## src/rtl/ser_pkg.sv

```systemverilog
package ser_pkg;
  localparam logic [1:0] ADDR_CTRL = 2'd0;
  localparam logic [1:0] ADDR_CNT  = 2'd1;
  localparam logic [1:0] ADDR_DATA = 2'd2;

  typedef struct packed {
    logic wide;
    logic irq_en;
    logic pol;
    logic phase;
    logic lsb_first;
    logic master;
    logic transparent;
    logic oe;
    logic swrst;
  } ctrl_t;

  localparam int CTRL_W = $bits(ctrl_t);
  localparam ctrl_t CTRL_RESET = '{swrst: 1'b1, default: 1'b0};
endpackage

```

## src/rtl/ser_regs.sv

```systemverilog
module ser_regs
  import ser_pkg::*;
#(
  parameter int DATA_W = 16,
  parameter int CNT_W  = 5
) (
  input  logic              clk_i,
  input  logic              rst_ni,
  input  logic              we_i,
  input  logic [1:0]        addr_i,
  input  logic [DATA_W-1:0] wdata_i,
  input  logic              shift_ev_i,
  output ctrl_t             ctrl_o,
  output logic [CNT_W-1:0]  cnt_o,
  output logic              keep_o,
  output logic              flag_o
);
  logic ctrl_wr, cnt_wr;
  logic [CNT_W-1:0] cnt_new;

  assign ctrl_wr = we_i && (addr_i == ADDR_CTRL);
  assign cnt_wr  = we_i && (addr_i == ADDR_CNT);
  assign cnt_new = wdata_i[CNT_W-1:0];

  always_ff @(posedge clk_i or negedge rst_ni) begin
    if (!rst_ni) begin
      ctrl_o <= CTRL_RESET;
      cnt_o  <= '0;
      keep_o <= 1'b0;
      flag_o <= 1'b0;
    end else begin
      if (ctrl_wr) ctrl_o <= ctrl_t'(wdata_i[CTRL_W-1:0]);
      if (cnt_wr) keep_o <= wdata_i[CNT_W];
      if (ctrl_o.swrst) begin
        cnt_o  <= '0;
        flag_o <= 1'b0;
      end else if (cnt_wr) begin
        // software load wins over a shift in the same cycle
        cnt_o <= cnt_new;
        if ((cnt_new != '0) && !wdata_i[CNT_W]) flag_o <= 1'b0;
      end else if (shift_ev_i && (cnt_o != '0)) begin
        cnt_o <= cnt_o - 1'b1;
        if (cnt_o == CNT_W'(1)) flag_o <= 1'b1;
      end
    end
  end
endmodule

```

## src/rtl/ser_clkgen.sv

```systemverilog
module ser_clkgen (
  input  logic clk_i,
  input  logic rst_ni,
  input  logic swrst_i,
  input  logic master_i,
  input  logic pol_i,
  input  logic phase_i,
  input  logic tick_i,
  input  logic cnt_nz_i,
  input  logic sclk_i,
  output logic sclk_o,
  output logic sclk_oe_o,
  output logic cap_ev_o,
  output logic chg_ev_o
);
  logic lvl_q, sclk_raw_q;
  logic m_ev, s_ev, ev, lead;

  // logical level: 0 = idle, 1 = active
  assign m_ev = master_i & ~swrst_i & tick_i & (cnt_nz_i | lvl_q);
  assign s_ev = ~master_i & ~swrst_i & (sclk_i ^ sclk_raw_q);
  assign ev   = master_i ? m_ev : s_ev;
  assign lead = master_i ? ~lvl_q : (sclk_i ^ pol_i);

  assign cap_ev_o = ev & (lead == phase_i);
  assign chg_ev_o = ev & (lead != phase_i);

  always_ff @(posedge clk_i or negedge rst_ni) begin
    if (!rst_ni) begin
      lvl_q      <= 1'b0;
      sclk_raw_q <= 1'b0;
    end else begin
      sclk_raw_q <= sclk_i;
      if (swrst_i || !master_i) lvl_q <= 1'b0;
      else if (m_ev)            lvl_q <= ~lvl_q;
    end
  end

  assign sclk_o    = lvl_q ^ pol_i;
  assign sclk_oe_o = master_i & ~swrst_i;
endmodule

```

## src/rtl/ser_shreg.sv

```systemverilog
module ser_shreg #(
  parameter int DATA_W = 16
) (
  input  logic              clk_i,
  input  logic              rst_ni,
  input  logic              swrst_i,
  input  logic              wide_i,
  input  logic              lsb_first_i,
  input  logic              transparent_i,
  input  logic              data_we_i,
  input  logic [DATA_W-1:0] wdata_i,
  input  logic              cap_ev_i,
  input  logic              chg_ev_i,
  input  logic              sdi_i,
  output logic [DATA_W-1:0] data_o,
  output logic              sdo_o
);
  localparam int HALF = DATA_W / 2;

  logic [DATA_W-1:0] sr_q, sr_nxt;
  logic latch_q, out_bit;

  function automatic logic pick_out(input logic [DATA_W-1:0] v, input logic wide,
                                    input logic lsb);
    if (lsb)       return v[0];
    else if (wide) return v[DATA_W-1];
    else           return v[HALF-1];
  endfunction

  assign out_bit = pick_out(sr_q, wide_i, lsb_first_i);

  always_comb begin
    sr_nxt = sr_q;
    if (lsb_first_i) begin
      if (wide_i) sr_nxt = {sdi_i, sr_q[DATA_W-1:1]};
      else        sr_nxt[HALF-1:0] = {sdi_i, sr_q[HALF-1:1]};
    end else begin
      if (wide_i) sr_nxt = {sr_q[DATA_W-2:0], sdi_i};
      else        sr_nxt[HALF-1:0] = {sr_q[HALF-2:0], sdi_i};
    end
  end

  always_ff @(posedge clk_i or negedge rst_ni) begin
    if (!rst_ni) begin
      sr_q    <= '0;
      latch_q <= 1'b0;
    end else if (swrst_i) begin
      sr_q    <= '0;
      latch_q <= 1'b0;
    end else if (data_we_i) begin
      sr_q    <= wdata_i;
      latch_q <= pick_out(wdata_i, wide_i, lsb_first_i);
    end else begin
      if (cap_ev_i) sr_q    <= sr_nxt;
      if (chg_ev_i) latch_q <= out_bit;
    end
  end

  assign data_o = sr_q;
  assign sdo_o  = transparent_i ? out_bit : latch_q;
endmodule

```

## src/rtl/ser_shift_engine.sv

```systemverilog
module ser_shift_engine
  import ser_pkg::*;
#(
  parameter int DATA_W = 16,
  parameter int CNT_W  = 5
) (
  input  logic              clk_i,
  input  logic              rst_ni,
  input  logic              reg_we_i,
  input  logic [1:0]        reg_addr_i,
  input  logic [DATA_W-1:0] reg_wdata_i,
  output logic [DATA_W-1:0] reg_rdata_o,
  input  logic              shift_tick_i,
  input  logic              sclk_i,
  output logic              sclk_o,
  output logic              sclk_oe_o,
  input  logic              sdi_i,
  output logic              sdo_o,
  output logic              sdo_oe_o,
  output logic              irq_o
);
  ctrl_t ctrl;
  logic [CNT_W-1:0] cnt_q;
  logic keep_q, flag_q, swrst, pol, cnt_nz;
  logic cap_ev, chg_ev, shift_ev;
  logic [DATA_W-1:0] data_q;

  assign swrst    = ctrl.swrst;
  assign pol      = ctrl.pol;
  assign cnt_nz   = (cnt_q != '0);
  assign shift_ev = cap_ev & cnt_nz;

  ser_regs #(.DATA_W(DATA_W), .CNT_W(CNT_W)) i_regs (
    .clk_i, .rst_ni,
    .we_i      (reg_we_i),
    .addr_i    (reg_addr_i),
    .wdata_i   (reg_wdata_i),
    .shift_ev_i(shift_ev),
    .ctrl_o    (ctrl),
    .cnt_o     (cnt_q),
    .keep_o    (keep_q),
    .flag_o    (flag_q)
  );

  ser_clkgen i_clkgen (
    .clk_i, .rst_ni,
    .swrst_i  (swrst),
    .master_i (ctrl.master),
    .pol_i    (pol),
    .phase_i  (ctrl.phase),
    .tick_i   (shift_tick_i),
    .cnt_nz_i (cnt_nz),
    .sclk_i,
    .sclk_o,
    .sclk_oe_o,
    .cap_ev_o (cap_ev),
    .chg_ev_o (chg_ev)
  );

  ser_shreg #(.DATA_W(DATA_W)) i_shreg (
    .clk_i, .rst_ni,
    .swrst_i      (swrst),
    .wide_i       (ctrl.wide),
    .lsb_first_i  (ctrl.lsb_first),
    .transparent_i(ctrl.transparent),
    .data_we_i    (reg_we_i && (reg_addr_i == ADDR_DATA)),
    .wdata_i      (reg_wdata_i),
    .cap_ev_i     (shift_ev),
    .chg_ev_i     (chg_ev),
    .sdi_i,
    .data_o       (data_q),
    .sdo_o
  );

  always_comb begin
    unique case (reg_addr_i)
      ADDR_CTRL: reg_rdata_o = DATA_W'(ctrl);
      ADDR_CNT:  reg_rdata_o = DATA_W'({flag_q, keep_q, cnt_q});
      ADDR_DATA: reg_rdata_o = data_q;
      default:   reg_rdata_o = '0;
    endcase
  end

  assign sdo_oe_o = ctrl.oe & ~swrst;
  assign irq_o    = flag_q & ctrl.irq_en;
endmodule

```

## config.mk

```make
export PLATFORM = sky130hd
export DESIGN_NAME = ser_shift_engine
export DESIGN_NICKNAME = d
export VERILOG_FILES = /design/src/rtl/ser_pkg.sv /design/src/rtl/ser_regs.sv /design/src/rtl/ser_clkgen.sv /design/src/rtl/ser_shreg.sv /design/src/rtl/ser_shift_engine.sv
export SDC_FILE = /design/constraint.sdc
export NUM_CORES = 1
export LEC_CHECK = 0
export ABC_CLOCK_PERIOD_IN_PS = 3400
export BUFFER_PORTS_ARGS = -buffer_cell sky130_fd_sc_hd__buf_2
export CELL_PAD_IN_SITES_DETAIL_PLACEMENT = 0
export CELL_PAD_IN_SITES_GLOBAL_PLACEMENT = 1
export CORE_UTILIZATION = 30
export CTS_CLUSTER_DIAMETER = 80
export CTS_CLUSTER_SIZE = 14
export DETAILED_ROUTE_END_ITERATION = 12
export PLACE_DENSITY = 0.71
export SETUP_SLACK_MARGIN = 0.5
export SYNTH_ARGS = -nofsm -noshare
export SYNTH_HDL_FRONTEND = slang
export SYNTH_SLANG_ARGS = --single-unit
export TNS_END_PERCENT = 10
```

## constraint.sdc

```tcl
create_clock -name clk_i -period 3.4 [get_ports clk_i]
set_input_delay 0.51 -clock clk_i [delete_from_list [all_inputs] [get_ports clk_i]]
set_output_delay 0.51 -clock clk_i [all_outputs]
set_load 0.02 [all_outputs]
```

==> results_dict.tcl, run 1 <==
set metrics [dict create \
    timing.slew.headroom 0.469 \
    setup_viol_count_final 0 \
    dr_total_vias 2027 \
    use_met1 0.231 \
    die_h_um 90.1 \
    layout_worst_path_cycle_share 0.718 \
    cts_max_path_buffers 2 \
    clkPwrFrac 0.159 \
    final.setup.worst_slack_ns 0.957 \
    grt_antenna_before_repair 0 \
    max_cap_violations 0 \
    global_route.usage.met2 0.249 \
    crit_path_start "i_regs.cnt_o[0]$_DFFE_PN0P_" \
    hp-class "in -> async" \
    max-vdd-ir-drop_mv 0.199 \
    cts.hold.buffers_added 0 \
    critical_path.max_fanout 9 \
    asyncSetResetFlopFracSynth 1.00 \
    drcViolationCount 0 \
    antenna-diode-count 0 \
    period_minus_slack_ns 2.44 \
    intPower_mw 1.10 \
    number_of_cells_produced_by_synthesis 248 \
    grt_overflow_total 0 \
    status "finished, final reports clean" \
    postSynth.topFlopCell "sky130_fd_sc_hd__dfrtp_1" \
    clockRootBuffer "sky130_fd_sc_hd__clkbuf_8" \
    place.gp.congestion 0.782 \
    setup_crit_start_kind "flop" \
    crit_type "reg -> reg" \
    wirelength_um 6420 \
    viasPerCell 5.26 \
    cellLeakagePower_nw 1.25 \
    clock.fmax_ghz 0.409 \
    drt_initial_violations 83 \
    layout_commonest_cell "sky130_fd_sc_hd__buf_2" \
    route.antenna.remaining_nets 0 \
    cts_made_buffers 5 \
    grt_pass1_wl_um 10600 \
    endpoint_arrival_time_on_the_critical_path_ns 2.62 \
    cts_tree "yes" \
    clkSlewWorstSetupHoldPaths_ns 0.07 \
    route.detailed.wl_per_inst_um 16.7 \
    cts.htree.levels 2 \
    num_io_pins 45 \
    worst_clock_skew_ns 0.00357 \
    chipWidth_um 90.1 \
    share_comb_of_total_power 0.438 \
    final.fill_count 790 \
    detailed_place_hpwl_um 4720 \
    ys.warnings.count 0 \
    dr.pass1.iters 4 \
    cts_setup_buffers 0 \
    synth_register_bits 35 \
    grt.busiest_layer "met2" \
    drive_above_1_share 0.273 \
    io_buffers 44 \
    hold_violation_count_in_the_final_report 0 \
    gr-usage-all-layers 0.166 \
    areaGrowthSynthToFinish_pct 16.7 \
    starting_density_of_the_core 0.316 \
    row_count 31 \
    final_cell_mix "sky130_fd_sc_hd__buf_2 (44), sky130_fd_sc_hd__dfrtp_1 (34), sky130_fd_sc_hd__mux2i_1 (27)" \
    numClockSinks 35 \
    pre_cts_ws_ns 0.698 \
    via_count_of_the_first_global_routing_pass 1990 \
    seq_power_share 0.403 \
    power_switching_uw 788 \
    r2r-start "i_regs.cnt_o[0]$_DFFE_PN0P_" \
    grt_start_max_net_pins 36 \
    postSynthAreaPerCell_um2 9.38 \
    worst-slew-pin-transition_ns 0.797 \
    cellPowerDensity_nw_per_um2 696 \
    design.die.area_um2 8110 \
    timing.critical_path.to_type "flop" \
    rsz_0062_raised_after_global_routing "no" \
    fin_nets 312 \
    synth_seq_area_share 0.377 \
    final_max_slew_viol_count 0 \
    power.switching_fraction 0.417 \
    post_synth_num_cell_types 41 \
    met3_usage 0.0330 \
    totalNegativeSetupSlack_ns 0 \
    synth_enable_flop_cells 0 \
    worst_skew_pair.late_latency_ns 0.29 \
    cp.required_ns 3.57 \
    post_dp_area_um2 2630 \
    postLayoutCoreUtil 0.369 \
    stdcell_area_um2 2720 \
    postSynthNetCount 275 \
    coreArea_um2 7370 \
    synthesis.area_um2 2330 \
]
==> kinds of logic (layout without fill, tap and decap cells) <==
family / count (synthesis) / after routing / share of synthesized area
xor+xnor: 4 / 4 / 0.0151
compound gates: 61 / 61 / 0.178
simple gates: 75 / 75 / 0.161
buf+inv: 23 / 61 / 0.0392
fa+ha+maj: 3 / 3 / 0.0161
flops: 35 / 35 / 0.377
mux: 47 / 47 / 0.213
==> worst paths after layout <==
path / end / slack, ns / cells past startpoint
max: i_shreg.data_o[15]$_DFFE_PN0P_ / 0.96 / 7
max reg2reg: i_shreg.data_o[15]$_DFFE_PN0P_ / 0.96 / 7
min: i_shreg.data_o[13]$_DFFE_PN0P_ / 0.31 / 1
max in group asynchronous: i_regs.ctrl_o[3]$_DFFE_PN0P_ / 2.60 / 1
min reg2reg: i_regs.keep_o$_DFFE_PN0P_ / 0.50 / 2
min in group clk_i: i_clkgen.sclk_raw_q$_DFF_PN0_ / 0.37 / 1
==> metal layers <==
metal  wire [um]  part of all wire  up-vias
li1            -                 -      980
met1        2990              0.46      976
met2        2970              0.46       59
met3         305             0.048       12
met4         155             0.024        0
met5           0                 0        -
==> worst max-delay path, stage by stage (launching register included) <==
cell and delay, ns:
sky130_fd_sc_hd__dfrtp_1 0.44, sky130_fd_sc_hd__inv_1 0.10, sky130_fd_sc_hd__ha_1 0.14, sky130_fd_sc_hd__nor4b_2 0.36, sky130_fd_sc_hd__a211oi_2 0.16, sky130_fd_sc_hd__and3_1 0.26
sky130_fd_sc_hd__a211oi_4 0.45, sky130_fd_sc_hd__mux2_2 0.40
==> registers in the layout, summed over array words and instances (netlist names) <==
name                 count
i_shreg.data_o          16
i_regs.keep_o            1
i_regs.cnt_o             5
i_clkgen.lvl_q           1
i_clkgen.sclk_raw_q      1
i_regs.ctrl_o            9
i_regs.flag_o            1
i_shreg.latch_q          1
==> through the flow <==
step                cells  hold slack [ns]  power (mW)
floorplan             248            0.214        1.34
global placement      377            0.466        1.58
detailed placement    377            0.471        1.59
CTS                   385            0.340        1.89
global route          385            0.358        2.03
finish                385            0.307        1.89
==> cells in the mapped netlist (3+ instances only) <==
cell type	instances	share of area
sky130_fd_sc_hd__nor4_1	3	0.0081
sky130_fd_sc_hd__dfrtp_1	34	0.37
sky130_fd_sc_hd__nor2_1	18	0.029
sky130_fd_sc_hd__nor3_1	4	0.0086
sky130_fd_sc_hd__a31oi_1	9	0.024
sky130_fd_sc_hd__mux2i_1	27	0.12
sky130_fd_sc_hd__buf_2	3	0.0064
sky130_fd_sc_hd__a211o_1	8	0.030
sky130_fd_sc_hd__o21ai_0	15	0.032
sky130_fd_sc_hd__xnor2_1	3	0.011
sky130_fd_sc_hd__a211oi_1	11	0.035
sky130_fd_sc_hd__clkbuf_1	12	0.019
sky130_fd_sc_hd__nor2b_1	5	0.013
sky130_fd_sc_hd__or3_1	3	0.0081
sky130_fd_sc_hd__mux2_2	20	0.097
sky130_fd_sc_hd__inv_1	5	0.0081
sky130_fd_sc_hd__and2_1	10	0.027
sky130_fd_sc_hd__ha_1	3	0.016
sky130_fd_sc_hd__a21oi_1	11	0.024
sky130_fd_sc_hd__nand2_1	21	0.034
==> timing repair <==
| item | in CTS | in global routing |
|---|---|---|
| resized for setup | 0 | 1 |
| hold endpoints to repair | 0 | 0 |
| setup endpoints to repair | 0 | 8 |
==> power by group through the flow <==
stage / Combinational (mW) / Clock (mW) / Sequential (mW)
after floorplan: 0.671 / 0 / 0.666
after global placement: 0.816 / 0 / 0.762
after detailed placement: 0.823 / 0 / 0.766
after CTS: 0.828 / 0.302 / 0.758
after global routing: 0.918 / 0.326 / 0.786
final: 0.828 / 0.300 / 0.762
==> cell type report <==
| type | instances | area, um^2 | area share |
|---|---|---|---|
| Multi-Input combinational cell | 190 | 1370 | 0.503 |
| Timing Repair Buffer | 48 | 250 | 0.0921 |
| Sequential cell | 35 | 877 | 0.323 |
| Tap cell | 99 | 124 | 0.0456 |
| Clock inverter | 1 | 5.00 | 0.00184 |
| Clock buffer | 7 | 76.3 | 0.0281 |
| Inverter | 5 | 18.8 | 0.00691 |
Note: power is estimated with default switching activity, not from simulation.
==> inputs of run 2 (changes only) <==
--- a/config.mk
+++ b/config.mk
@@ -5,7 +5,7 @@
 export SDC_FILE = /design/constraint.sdc
 export NUM_CORES = 1
 export LEC_CHECK = 0
-export ABC_CLOCK_PERIOD_IN_PS = 3400
+export ABC_CLOCK_PERIOD_IN_PS = 2490
 export BUFFER_PORTS_ARGS = -buffer_cell sky130_fd_sc_hd__buf_2
 export CELL_PAD_IN_SITES_DETAIL_PLACEMENT = 0
 export CELL_PAD_IN_SITES_GLOBAL_PLACEMENT = 1
==> constraint.sdc (replaced) <==
create_clock -name clk_i -period 2.49 [get_ports clk_i]
set_input_delay 0.3735 -clock clk_i [delete_from_list [all_inputs] [get_ports clk_i]]
set_output_delay 0.3735 -clock clk_i [all_outputs]
set_load 0.02 [all_outputs]
==> results_dict.tcl, run 2 (synthesis gave the netlist of run 1 again) <==
set metrics [dict create \
    starting_density_of_the_core 0.316 \
    share_comb_of_total_power 0.456 \
    route.antenna.remaining_nets 0 \
    numClockSinks 35 \
    grt_start_max_net_pins 36 \
    clockRootBuffer "sky130_fd_sc_hd__clkbuf_8" \
    cp.buffers_inverters 1 \
    cp_common_cell "sky130_fd_sc_hd__mux2_2" \
    rsz_0062_raised_after_global_routing "yes" \
    pre_cts_ws_ns 0.340 \
    max_cap_violations 0 \
    crit_path_start "i_regs.ctrl_o[8]$_DFFE_PN0P_" \
    timing.critical_path.to_type "primary output" \
    reg2regPathDepth 6 \
    chipWidth_um 90.1 \
    timing.critical_path.max_delay_family "multiplexers" \
    io_buffers 44 \
    areaGrowthSynthToFinish_pct 27.0 \
    fin_nets 325 \
    cts_max_path_buffers 2 \
    layout_worst_path_cycle_share 0.823 \
    clkSlewWorstSetupHoldPaths_ns 0.08 \
    route.detailed.wl_per_inst_um 16.6 \
    die_h_um 90.1 \
    drive_above_1_share 0.334 \
    place.gp.congestion 0.784 \
    intPower_mw 1.88 \
    status "finished, final reports clean" \
    clock.fmax_ghz 0.488 \
    totalNegativeSetupSlack_ns 0 \
    detailed_place_hpwl_um 4730 \
    worst_setup_path_endpoint "sdo_o" \
    crit_type "reg -> out" \
    hold_violation_count_in_the_final_report 0 \
    setup_viol_count_final 0 \
    cts_made_buffers 5 \
    seq_power_share 0.338 \
    endpoint_arrival_time_on_the_critical_path_ns 1.67 \
    grt_pass1_wl_um 10500 \
    setup_crit_start_kind "flop" \
    rr_endpoint "i_shreg.data_o[8]$_DFFE_PN0P_" \
    wirelength_um 6620 \
    clkPwrFrac 0.205 \
    grt_overflow_total 0 \
    max-vdd-ir-drop_mv 0.280 \
    power.switching_fraction 0.378 \
    final_cell_mix "sky130_fd_sc_hd__buf_2 (43), sky130_fd_sc_hd__dfrtp_1 (32), sky130_fd_sc_hd__mux2i_1 (27)" \
    antenna-diode-count 0 \
    cts.htree.levels 2 \
    r2r-start "i_regs.ctrl_o[6]$_DFFE_PN0P_" \
    final.fill_count 770 \
    post_dp_area_um2 2720 \
    drt_initial_violations 105 \
    critical-path-slowest-cell "sky130_fd_sc_hd__dfrtp_2" \
    cellLeakagePower_nw 1.37 \
    layout_commonest_cell "sky130_fd_sc_hd__buf_2" \
    cp.required_ns 2.12 \
    worst_skew_pair.late_latency_ns 0.29 \
    row_count 31 \
    design.die.area_um2 8110 \
    grt_antenna_before_repair 0 \
    stdcell_area_um2 2960 \
    period_minus_slack_ns 2.05 \
    largest_register_ff_count 16 \
    timing.slew.headroom 0.458 \
    dr.pass1.iters 4 \
    worst-r2r-setup-slack_ns 0.46 \
    num_io_pins 45 \
    cts_tree "yes" \
    dr_total_vias 2089 \
    hp-class "in -> async" \
    place_inst 386 \
    path_depth 4 \
    timing.critical_path.cells "mux2_2 > mux2_2 > mux2_4 > buf_6" \
    worst-slew-pin-transition_ns 0.813 \
    gr-usage-all-layers 0.166 \
    drcViolationCount 0 \
    worst_clock_skew_ns 0.00611 \
    coreArea_um2 7370 \
    critical_path.max_fanout 2 \
    cellPowerDensity_nw_per_um2 1020 \
    final.setup.worst_slack_ns 0.442 \
    worst_path_largest_cell_delay_ns 0.39 \
    hold-worst-slack_ns 0.163 \
    viasPerCell 5.25 \
    final_max_slew_viol_count 0 \
    layout.cells.non_filler 398 \
    power_switching_mw 1.14 \
    via_count_of_the_first_global_routing_pass 1964 \
]
run 2: cell types whose count changed in the layout (fill, tap and decap cells not counted), moves of 2 or more:
cell	change
sky130_fd_sc_hd__buf_4	+12
sky130_fd_sc_hd__bufinv_16	+2
sky130_fd_sc_hd__clkbuf_1	-2
sky130_fd_sc_hd__dfrtp_1	-2
sky130_fd_sc_hd__dfrtp_2	+2
sky130_fd_sc_hd__inv_1	-2
sky130_fd_sc_hd__inv_2	+2
sky130_fd_sc_hd__mux2_2	-9
sky130_fd_sc_hd__mux2_4	+9
run 2: metal layers:
layer / GRT usage / routed length, um
met4: 0.0565 / 97
met5: 0 / 0
met3: 0.0279 / 147
met2: 0.263 / 3130
met1: 0.228 / 3250
run 2: stage by stage:
stage | total power [mW] | util
2_1_floorplan | 1.85 | -
3_3_place_gp | 2.26 | 0.370
3_5_place_dp | 2.27 | 0.370
4_1_cts | 2.97 | 0.394
5_1_grt | 3.23 | 0.401
6_report | 3.02 | 0.401
run 2: power by group through the flow:
stage          Clock (mW)  Combinational [mW]  Sequential [mW]
5_1_grt             0.661                1.51             1.05
3_5_place_dp            0                1.23             1.03
4_1_cts             0.642                1.31             1.01
3_3_place_gp            0                1.23             1.03
6_report            0.621                1.38             1.02
2_1_floorplan           0               0.934            0.920
run 2: area by class of cell:
type / instances / area (um^2) / share of cell area
clock inverters: 3 / 67.6 / 0.0229
flip-flops and latches: 35 / 880 / 0.298
clock buffers: 5 / 68.8 / 0.0233
repair buffers: 61 / 367 / 0.124
well taps: 99 / 124 / 0.0419
inverters: 5 / 18.8 / 0.00635
multi-input cells: 190 / 1430 / 0.484
run 2: how the worst min path moves through the flow:
stage | startpoint | to | slack [ns] | cells past startpoint
final | rst_ni | i_shreg.data_o[13]$_DFFE_PN0P_ | 0.16 | 1
after global routing | rst_ni | i_shreg.data_o[13]$_DFFE_PN0P_ | 0.23 | 1
after CTS | rst_ni | i_shreg.data_o[13]$_DFFE_PN0P_ | 0.19 | 1
after detailed placement | i_regs.keep_o$_DFFE_PN0P_ | i_regs.keep_o$_DFFE_PN0P_ | 0.47 | 2
after global placement | i_regs.keep_o$_DFFE_PN0P_ | i_regs.keep_o$_DFFE_PN0P_ | 0.47 | 2
after floorplan | rst_ni | i_clkgen.lvl_q$_DFFE_PN0P_ | 0.08 | 0
run 2: timing repair:
| action | 4_1_cts | 5_1_grt |
|---|---|---|
| hold buffers | 0 | 0 |
| resized for setup | 8 | 12 |
| endpoints found under the setup margin | 12 | 18 |
| pin swaps | 0 | 4 |
| setup buffers | 3 | 1 |
==> inputs of run 3 (changes only) <==
--- a/config.mk
+++ b/config.mk
@@ -5,7 +5,7 @@
 export SDC_FILE = /design/constraint.sdc
 export NUM_CORES = 1
 export LEC_CHECK = 0
-export ABC_CLOCK_PERIOD_IN_PS = 2490
+export ABC_CLOCK_PERIOD_IN_PS = 1700
 export BUFFER_PORTS_ARGS = -buffer_cell sky130_fd_sc_hd__buf_2
 export CELL_PAD_IN_SITES_DETAIL_PLACEMENT = 0
 export CELL_PAD_IN_SITES_GLOBAL_PLACEMENT = 1
@@ -13,7 +13,7 @@
 export CTS_CLUSTER_DIAMETER = 80
 export CTS_CLUSTER_SIZE = 14
 export DETAILED_ROUTE_END_ITERATION = 12
-export PLACE_DENSITY = 0.71
+export PLACE_DENSITY = 0.74
 export SETUP_SLACK_MARGIN = 0.5
 export SYNTH_ARGS = -nofsm -noshare
 export SYNTH_HDL_FRONTEND = slang
==> constraint.sdc (replaced) <==
create_clock -name clk_i -period 1.7 [get_ports clk_i]
set_input_delay 0.255 -clock clk_i [delete_from_list [all_inputs] [get_ports clk_i]]
set_output_delay 0.255 -clock clk_i [all_outputs]
set_load 0.02 [all_outputs]
==> results_dict.tcl, run 3 (synthesis gave the netlist of run 1 again) <==
set metrics [dict create \
    status "complete, but fails checks" \
    violations "setup timing" \
    layout_commonest_cell "sky130_fd_sc_hd__buf_4" \
    r2r-start "i_regs.ctrl_o[6]$_DFFE_PN0P_" \
    max-vdd-ir-drop_mv 0.467 \
    areaGrowthSynthToFinish_pct 48.0 \
    grt_antenna_before_repair 0 \
    drive_above_1_share 0.467 \
    route.antenna.remaining_nets 0 \
    rsz_0062_raised_after_global_routing "yes" \
    sequential_cell_area_um2 881 \
    hp-class "in -> reg" \
    viasPerCell 5.11 \
    row_count 31 \
    largest_register_ff_count 16 \
    min_from "sclk_i" \
    final.setup.worst_slack_ns -0.296 \
    cts.htree.levels 2 \
    hold_violation_count_in_the_final_report 0 \
    detailed_place_hpwl_um 5010 \
    numClockSinks 35 \
    grt_pass1_wl_um 11900 \
    fin_nets 362 \
    final.fill_count 690 \
    reg2regPathDepth 6 \
    hold_end "i_clkgen.sclk_raw_q$_DFF_PN0_" \
    hold-worst-slack_ns 0.126 \
    chipWidth_um 90.1 \
    crit_type "reg -> reg" \
    dr_total_vias 2221 \
    via_count_of_the_first_global_routing_pass 2322 \
    worst-slew-pin-transition_ns 0.399 \
    setup_viol_count_final 24 \
    clkSlewWorstSetupHoldPaths_ns 0.07 \
    endpoint_arrival_time_on_the_critical_path_ns 2.17 \
    clock.fmax_ghz 0.501 \
    cellLeakagePower_nw 1.60 \
    worst_clock_skew_ns 0.00424 \
    route.detailed.wl_per_inst_um 16.3 \
    drcViolationCount 0 \
    period_minus_slack_ns 2.00 \
    place.gp.congestion 0.903 \
    critical_path.max_fanout 8 \
    final_max_slew_viol_count 0 \
    cts_made_buffers 5 \
    antenna-diode-count 0 \
    starting_density_of_the_core 0.316 \
    gr-usage-all-layers 0.185 \
    wirelength_um 7110 \
    total_power_of_the_final_layout_mw 4.80 \
    cts_max_path_buffers 2 \
    setup_crit_start_kind "flop" \
    worst-r2r-setup-slack_ns -0.30 \
    timing.critical_path.to_type "flop" \
    die_h_um 90.1 \
    rr_endpoint "i_shreg.data_o[14]$_DFFE_PN0P_" \
    drt_initial_violations 200 \
    design.die.area_um2 8110 \
    worst_skew_pair.late_latency_ns 0.29 \
    clockRootBuffer "sky130_fd_sc_hd__clkbuf_8" \
    grt_start_max_net_pins 20 \
    cts_tree "yes" \
    timing.slew.headroom 0.734 \
    totalNegativeSetupSlack_ns -4.53 \
    coreArea_um2 7370 \
    final_cell_mix "sky130_fd_sc_hd__buf_4 (52), sky130_fd_sc_hd__dfrtp_1 (34), sky130_fd_sc_hd__mux2i_1 (25)" \
    multiInputGateArea_um2 1550 \
    dr.pass1.iters 4 \
    max_cap_violations 0 \
    cellPowerDensity_nw_per_um2 1390 \
    grt_overflow_total 0 \
    cp.required_ns 1.88 \
    io_buffers 44 \
    num_io_pins 45 \
    layout_worst_path_cycle_share 1.17 \
    worst_hold_path_cell_count 1 \
]
==> run 3: timing repair <==
| item | 4_1_cts | 5_1_grt |
|---|---|---|
| resized for setup | 75 | 18 |
| setup buffers | 11 | 1 |
| pin swaps | 26 | 19 |
| gates cloned | 0 | 0 |
| hold buffers | 1 | 0 |
| setup endpoints to repair | 49 | 48 |
| hold endpoints to repair | 16 | 0 |
==> run 3: layout make-up <==
cell class                      instances  area share
Multi-Input combinational cell        190       0.451
Sequential cell                        35       0.256
Timing Repair Buffer                   98       0.228
Tap cell                               99      0.0360
Clock buffer                            7      0.0222
Inverter                                5     0.00545
Clock inverter                          1     0.00145
==> run 3: power breakdown <==
group / total, mW / internal [mW] / leakage [nW] / switching, mW
logic: 2.74 / 1.54 / 1.11 / 1.20
registers: 1.47 / 1.12 / 0.448 / 0.349
clock network: 0.588 / 0.287 / 0.0422 / 0.301
total: 4.80 / 2.95 / 1.60 / 1.85
==> run 3: critical path, stage by stage (launching register included) <==
cell	delay (ns)
sky130_fd_sc_hd__dfrtp_1	0.42
sky130_fd_sc_hd__xnor2_2	0.19
sky130_fd_sc_hd__a211o_1	0.34
sky130_fd_sc_hd__and3_4	0.21
sky130_fd_sc_hd__a211oi_4	0.25
sky130_fd_sc_hd__buf_12	0.18
sky130_fd_sc_hd__mux2_4	0.30
==> run 3: worst max-delay path by stage <==
stage	startpoint	end	slack (ns)	depth (start not counted)
finish	i_regs.ctrl_o[6]$_DFFE_PN0P_	i_shreg.data_o[14]$_DFFE_PN0P_	-0.30	6
global route	i_regs.cnt_o[0]$_DFFE_PN0P_	i_shreg.data_o[15]$_DFFE_PN0P_	-0.37	8
CTS	i_regs.cnt_o[1]$_DFFE_PN0P_	i_shreg.data_o[14]$_DFFE_PN0P_	-0.29	8
detailed placement	i_regs.cnt_o[0]$_DFFE_PN0P_	i_shreg.data_o[14]$_DFFE_PN0P_	-0.27	8
global placement	i_regs.cnt_o[0]$_DFFE_PN0P_	i_shreg.data_o[15]$_DFFE_PN0P_	-0.23	8
floorplan	i_regs.ctrl_o[3]$_DFFE_PN0P_	i_shreg.data_o[10]$_DFFE_PN0P_	-0.46	8
==> run 3: stage by stage <==
stage,cell area [um^2],utilization,setup WS [ns],std cells
detailed placement,2960,0.401,-0.274,414
CTS,3360,0.456,-0.286,434
finish,3440,0.467,-0.296,435
floorplan,2370,-,-0.456,248
global route,3440,0.467,-0.373,435
global placement,2960,0.401,-0.229,414
==> run 3: per-layer routing <==
layer,track usage,routed length [um]
met5,0,0
met4,0.0726,138
met3,0.0355,320
met2,0.302,3430
met1,0.241,3220
